`config.mk`:
```
export PLATFORM = sky130hd
export DESIGN_NAME = portcfg_lockcommit
export DESIGN_NICKNAME = d
export VERILOG_FILES = /design/src/rtl/portcfg_pkg.sv /design/src/rtl/portcfg_ctrl.sv /design/src/rtl/portcfg_dpath.sv /design/src/rtl/portcfg_lockcommit.sv
export SDC_FILE = /design/constraint.sdc
export NUM_CORES = 1
export LEC_CHECK = 0
export BUFFER_PORTS_ARGS = -buffer_cell sky130_fd_sc_hd__buf_4
export CORE_MARGIN = 3
export CORE_UTILIZATION = 25
export CTS_CLUSTER_DIAMETER = 120
export DETAILED_ROUTE_END_ITERATION = 10
export PLACE_DENSITY_LB_ADDON = 0.25
export SKIP_LAST_GASP = 1
export SYNTH_ARGS = -nofsm -noshare
export SYNTH_HDL_FRONTEND = slang
export SYNTH_SLANG_ARGS = --single-unit
```
`constraint.sdc`:
```
create_clock -name clk -period 5 [get_ports clk]
set_input_delay 1 -clock clk [delete_from_list [all_inputs] [get_ports clk]]
set_output_delay 1 -clock clk [all_outputs]
set_load 0.05 [all_outputs]
```
`src/rtl/portcfg_pkg.sv`:
```
package portcfg_pkg;

  localparam int CFG_COUNT = 8;
  localparam int CFG_IDX_W = $clog2(CFG_COUNT);
  localparam int ID_COUNT  = 12;

  localparam logic [11:0] OFS_ALT      = 12'h420;
  localparam logic [11:0] OFS_CFG_BASE = 12'h500;
  localparam logic [11:0] OFS_LOCK     = 12'h520;
  localparam logic [11:0] OFS_COMMIT   = 12'h524;
  localparam logic [11:0] OFS_RSVD_END = 12'hFCC;
  localparam logic [11:0] OFS_ID_BASE  = 12'hFD0;

  localparam logic [31:0] UNLOCK_KEY   = 32'h0ACC_E551;

  typedef enum logic [2:0] {
    RD_ZERO,
    RD_LOCK,
    RD_COMMIT,
    RD_ALT,
    RD_CFG,
    RD_ID
  } rdKind_e;

  typedef struct packed {
    logic                 wrLock;
    logic                 wrCommit;
    logic                 wrAlt;
    logic [CFG_COUNT-1:0] wrCfg;
    rdKind_e              rdKind;
    logic [CFG_IDX_W-1:0] cfgIdx;
    logic [3:0]           idIdx;
    logic                 err;
  } strobes_t;

endpackage

```
`src/rtl/portcfg_ctrl.sv`:
```
module portcfg_ctrl
  import portcfg_pkg::*;
#(
  parameter logic [11:0] RSVD_START = 12'h52C
) (
  input  logic        busSel,
  input  logic        busWrite,
  input  logic [11:0] busAddr,
  output strobes_t    st
);

  localparam logic [11:0] CFG_SPAN = 12'(CFG_COUNT * 4);

  logic [11:0] wordAddr;
  logic [11:0] cfgOfs;
  logic [11:0] idOfs;
  logic        rsvdHit;
  logic        idHit;
  logic        cfgHit;
  logic        doWrite;
  logic        doRead;

  assign wordAddr = {busAddr[11:2], 2'b00};
  assign cfgOfs   = wordAddr - OFS_CFG_BASE;
  assign idOfs    = wordAddr - OFS_ID_BASE;
  assign rsvdHit  = (busAddr >= RSVD_START) && (busAddr <= OFS_RSVD_END);
  assign idHit    = (wordAddr >= OFS_ID_BASE);
  assign cfgHit   = (wordAddr >= OFS_CFG_BASE) && (cfgOfs < CFG_SPAN);
  assign doWrite  = busSel && busWrite;
  assign doRead   = busSel && !busWrite;

  always_comb begin
    st          = '0;
    st.rdKind   = RD_ZERO;
    st.cfgIdx   = cfgOfs[CFG_IDX_W+1:2];
    st.idIdx    = idOfs[5:2];
    if (busSel && rsvdHit) begin
      st.err = 1'b1;
    end else if (idHit) begin
      if (doRead) st.rdKind = RD_ID;
    end else if (cfgHit) begin
      if (doRead) st.rdKind = RD_CFG;
      for (int i = 0; i < CFG_COUNT; i++) begin
        st.wrCfg[i] = doWrite && (st.cfgIdx == CFG_IDX_W'(i));
      end
    end else begin
      unique case (wordAddr)
        OFS_LOCK: begin
          st.wrLock = doWrite;
          if (doRead) st.rdKind = RD_LOCK;
        end
        OFS_COMMIT: begin
          st.wrCommit = doWrite;
          if (doRead) st.rdKind = RD_COMMIT;
        end
        OFS_ALT: begin
          st.wrAlt = doWrite;
          if (doRead) st.rdKind = RD_ALT;
        end
        default: ;
      endcase
    end
  end

endmodule

```
`src/rtl/portcfg_dpath.sv`:
```
module portcfg_dpath
  import portcfg_pkg::*;
#(
  parameter int                      PORT_W   = 8,
  parameter logic [8*ID_COUNT-1:0]   ID_BYTES = 96'h9E472BD103001C7261000000
) (
  input  logic              clk,
  input  logic              rstN,
  input  strobes_t          st,
  input  logic [31:0]       wdata,
  output logic [31:0]       rdata,
  output logic              lockedQ,
  output logic [PORT_W-1:0] commitQ,
  output logic [PORT_W-1:0] altQ
);

  logic [PORT_W-1:0] wrBits;
  logic [PORT_W-1:0] cfgQ [CFG_COUNT];
  logic [7:0]        idByte;

  assign wrBits = wdata[PORT_W-1:0];

  // Lock flag: only the exact key clears it.
  always_ff @(posedge clk or negedge rstN) begin
    if (!rstN)          lockedQ <= 1'b1;
    else if (st.wrLock) lockedQ <= (wdata != UNLOCK_KEY);
  end

  // Commit mask: frozen while locked.
  always_ff @(posedge clk or negedge rstN) begin
    if (!rstN)                        commitQ <= '1;
    else if (st.wrCommit && !lockedQ) commitQ <= wrBits;
  end

  // Alternate-function select: per-bit gated by the commit mask.
  always_ff @(posedge clk or negedge rstN) begin
    if (!rstN)         altQ <= '0;
    else if (st.wrAlt) altQ <= (altQ & ~commitQ) | (wrBits & commitQ);
  end

  for (genvar gi = 0; gi < CFG_COUNT; gi++) begin : g_cfg
    localparam logic [PORT_W-1:0] RST_VAL = (gi == 0) ? '1 : '0;
    always_ff @(posedge clk or negedge rstN) begin
      if (!rstN)             cfgQ[gi] <= RST_VAL;
      else if (st.wrCfg[gi]) cfgQ[gi] <= wrBits;
    end
  end

  assign idByte = ID_BYTES[{st.idIdx, 3'b000} +: 8];

  always_comb begin
    unique case (st.rdKind)
      RD_LOCK:   rdata = {31'b0, lockedQ};
      RD_COMMIT: rdata = 32'(commitQ);
      RD_ALT:    rdata = 32'(altQ);
      RD_CFG:    rdata = 32'(cfgQ[st.cfgIdx]);
      RD_ID:     rdata = (st.idIdx < 4'(ID_COUNT)) ? 32'(idByte) : 32'b0;
      default:   rdata = 32'b0;
    endcase
  end

endmodule

```
`src/rtl/portcfg_lockcommit.sv`:
```
module portcfg_lockcommit
  import portcfg_pkg::*;
#(
  parameter int                    PORT_W     = 8,
  parameter logic [11:0]           RSVD_START = 12'h52C,
  parameter logic [8*ID_COUNT-1:0] ID_BYTES   = 96'h9E472BD103001C7261000000
) (
  input  logic        clk,
  input  logic        rstN,
  input  logic        busSel,
  input  logic        busWrite,
  input  logic [11:0] busAddr,
  input  logic [31:0] busWdata,
  output logic [31:0] busRdata,
  output logic        busErr
);

  strobes_t          st;
  logic              lockedQ;
  logic [PORT_W-1:0] commitQ;
  logic [PORT_W-1:0] altQ;

  portcfg_ctrl #(
    .RSVD_START (RSVD_START)
  ) u_ctrl (
    .busSel   (busSel),
    .busWrite (busWrite),
    .busAddr  (busAddr),
    .st       (st)
  );

  portcfg_dpath #(
    .PORT_W   (PORT_W),
    .ID_BYTES (ID_BYTES)
  ) u_dpath (
    .clk     (clk),
    .rstN    (rstN),
    .st      (st),
    .wdata   (busWdata),
    .rdata   (busRdata),
    .lockedQ (lockedQ),
    .commitQ (commitQ),
    .altQ    (altQ)
  );

  assign busErr = st.err;

endmodule

```
==> parameters.txt <==
Parameter                              Value

Global route
  GR Util All Layers    12.3%
  Number of global-route vias before repair    3,351
  Pin count of the biggest net entering global routing    82
  Initial antenna violation count    0
  Global-route wire length before repair    19.4 mm
  Grt total ovfl    0

Route
  DR vias    3,263
  Number of optimization iterations in the first detailed-route pass    4
  Number of DRC violations after detailed-routing iteration 0    240
  Per-cell routed wire length    18.4 um
  Met3 layer wire length in the routed design    765 um
  Total length of routed wires    12.7 mm
  Highest signal layer in the routed design    met4
  Wire length on met1    5.88 mm
  Number of nets with antenna violations after detailed routing    0
  DRC violations left    0
  Vias per cell    4.72
  Detailed route wirelength on metal2    5.85 mm

Critical path
  Worst endpoint data arrival time    3.02 ns
  Required time of the worst setup path    4.00 ns
  Critical Path End Type    primary output
  Kind of critical path    in2out
  Startpoint Class    input pin
  Peak fanout along the critical path    21

Timing
  Max_slew headroom    30.4%
  Total negative slack for setup checks    0 ns
  Count of final max-slew check failures    0
  Post-layout minimum cycle time    4.02 ns
  Largest clock skew in the final design    0.00614 ns
  Number of setup violations in the final report    0
  Fmax    249 MHz
  Final count of hold timing violations    0
  Worst path setup slack after routing    0.976 ns
  Worst hold margin    0.502 ns
  Unrepaired setup endpoints after global routing    false
  Final worst-path cycle share    80.5%
  Pin slew with the least headroom to its limit    1.04 ns

Place
  Pre-CTS WS    0.968 ns
  Buffers added on ports    56
  Final weighted congestion in routability-driven placement    0.803
  Number of cells in the design after placement    676
  Half-perimeter wire length after placement    9.08 mm

Final layout
  Area Overhead vs Synth    18.1%
  Final net count    485
  Filler instances    1,909
  Antenna Cells    0
  Post-route insts no fill    692
  Ratio of cells with drive above 1 in the final layout    44.7%

Job
  Max-cap violation count    0

Logic synthesis
  Portion of the post-synthesis area used by sequential elements    42.6%
  Syn Area/Cell    12.6 um2
  Synthesized-area fraction occupied by and/or/nand/nor cells    9.23%
  Most instantiated cells after synthesis    sky130_fd_sc_hd__mux2_2, sky130_fd_sc_hd__dfrtp_1, sky130_fd_sc_hd__buf_4, sky130_fd_sc_hd__mux2i_1, sky130_fd_sc_hd__dfstp_2
  Biggest area consumer among synthesized cells    sky130_fd_sc_hd__dfrtp_1
  Most used standard cell by instance count after synthesis    sky130_fd_sc_hd__mux2_2
  Largest family of logic cells by synthesized area    multiplexers
  Post-synthesis mux area share    28.1%
  Number of flops mapped to enable cells by yosys    0
  Fraction of the mapped netlist area in adder cells    2.60%
  Area share of the leading cell type in the synthesized netlist    33.3%
  Count of warnings emitted by yosys    0
  Biggest area contributors in the synthesized netlist    sky130_fd_sc_hd__dfrtp_1, sky130_fd_sc_hd__mux2_2, sky130_fd_sc_hd__dfstp_2, sky130_fd_sc_hd__mux2i_1, sky130_fd_sc_hd__buf_4
  Synthesized area    4810 um2
  Xor/xnor cell area share of the yosys netlist    0%
  Synth async-reset ratio    100%
  Complex-gate fraction of the synthesized area    11.0%
  Most used flip-flop cell after synthesis    sky130_fd_sc_hd__dfrtp_1
  Gate Count Post-Synth    381
  Number of library cell types mapped by synthesis    59
  Synthesis-stage register bit count    81

Clock tree
  Clock Sink Count    81
  Total of cells resized after clock tree synthesis    0
  Clock insertion delay at the later pin of the skew report    0.34 ns
  Clock-pin slew on the worst setup and hold paths    0.06 ns
  Maximum buffer depth of the clock tree    2
  Clock tree from TritonCTS    built
  Cts-stage hold buffer count    0
  H-tree depth    3
  Number of setup buffers added after CTS    0
  Root Buffer    sky130_fd_sc_hd__clkbuf_16
  Clock buffer count from CTS    9

Power and ir drop
  Power Density    266 nW/um2
  Leakage power figure    2.63 nW
  Worst ir drop on vdd    0.150 mV
  Total Power    1.51 mW

Floorplanning
  Height of the die    145 um
  # rows    50
  Die width    145 um
  Die Outline Area    20,900 um2
  Ports placed on the boundary    81
  Area of the core    18,800 um2
  Initial core utilization    25.6%

Run status
  Result of the run    completed

Min path
  Worst hold-check path type    reg2reg
==> registers in the layout, indices dropped and copies added, names as in the netlist, named ones only <==
register / flops
u_dpath.cfgQ: 64
u_dpath.lockedQ: 1
u_dpath.commitQ: 8
==> cells in the final DEF (no fill, tap or decap), types with 4 or more instances in the layout <==
master / instances
sky130_fd_sc_hd__mux2_4: 5
sky130_fd_sc_hd__conb_1: 24
sky130_fd_sc_hd__mux2i_1: 24
sky130_fd_sc_hd__clkbuf_16: 9
sky130_fd_sc_hd__nand2_1: 13
sky130_fd_sc_hd__a21oi_1: 6
sky130_fd_sc_hd__o211ai_4: 8
sky130_fd_sc_hd__a22oi_1: 12
sky130_fd_sc_hd__dfstp_2: 17
sky130_fd_sc_hd__nor2b_1: 7
sky130_fd_sc_hd__and3_1: 9
sky130_fd_sc_hd__mux2_2: 77
sky130_fd_sc_hd__dfrtp_1: 64
sky130_fd_sc_hd__inv_1: 4
sky130_fd_sc_hd__nand3_1: 8
sky130_fd_sc_hd__buf_4: 59
sky130_fd_sc_hd__mux4_2: 7
sky130_fd_sc_hd__ha_1: 10
==> metal layers <==
layer,vias up,global-route usage (%)
met5,-,0
met4,0,3.63
met3,15,3.19
met2,113,19.8
met1,1656,16.3
li1,1479,-
==> where the power goes <==
part	internal, mW	total (mW)	switching [mW]
registers	0.658	0.659	0.000934
logic	0.0538	0.176	0.122
clock network	0.402	0.677	0.275
==> final timing paths <==
check / depth (start not counted) / slack, ns / endpoint / startpoint
max in group asynchronous: 1 / 3.49 / u_dpath.cfgQ[42] / rstN
setup reg to reg: 3 / 3.44 / u_dpath.commitQ[1] / u_dpath.lockedQ
hold reg to reg: 1 / 0.50 / u_dpath.cfgQ[39] / u_dpath.cfgQ[39]
setup / recovery: 8 / 0.98 / busRdata[3] / busAddr[4]
min in group asynchronous: 1 / 0.85 / u_dpath.cfgQ[12] / rstN
hold / removal: 1 / 0.50 / u_dpath.cfgQ[39] / u_dpath.cfgQ[39]
==> critical path, stage by stage <==
cell	delay (ns)
sky130_fd_sc_hd__buf_4	0.20
sky130_fd_sc_hd__inv_1	0.19
sky130_fd_sc_hd__ha_1	0.50
sky130_fd_sc_hd__nor2b_1	0.29
sky130_fd_sc_hd__a22oi_1	0.10
sky130_fd_sc_hd__o22a_1	0.21
sky130_fd_sc_hd__a21oi_1	0.27
sky130_fd_sc_hd__buf_4	0.26
==> area by class of cell <==
type / count / area, um2 / share of cell area, %
multi-input cells: 272 / 2550 / 44.9
inverters: 4 / 15.0 / 0.264
clock buffers: 12 / 246 / 4.34
repair buffers: 59 / 443 / 7.79
flip-flops and latches: 81 / 2050 / 36.0
well taps: 260 / 325 / 5.72
clock inverters: 4 / 51.3 / 0.903
==> stage by stage <==
step	instance area, um2	utilization, %
final	5680	30.2
after global routing	5680	30.2
after CTS	5680	30.2
after detailed placement	5390	28.6
after global placement	5390	28.6
after floorplan	4900	-
==> cells by family (layout without fill, tap and decap cells) <==
| family | after synthesis | after routing |
|---|---|---|
| muxes | 114 | 114 |
| buffers and inverters | 51 | 79 |
| and+or+nand+nor | 69 | 69 |
| other | 1 | 24 |
| adders and majority gates | 10 | 10 |
| DFF | 81 | 81 |
| AOI/OAI and AO/OA | 55 | 55 |
No activity file was read; power rests on OpenSTA's default activity.
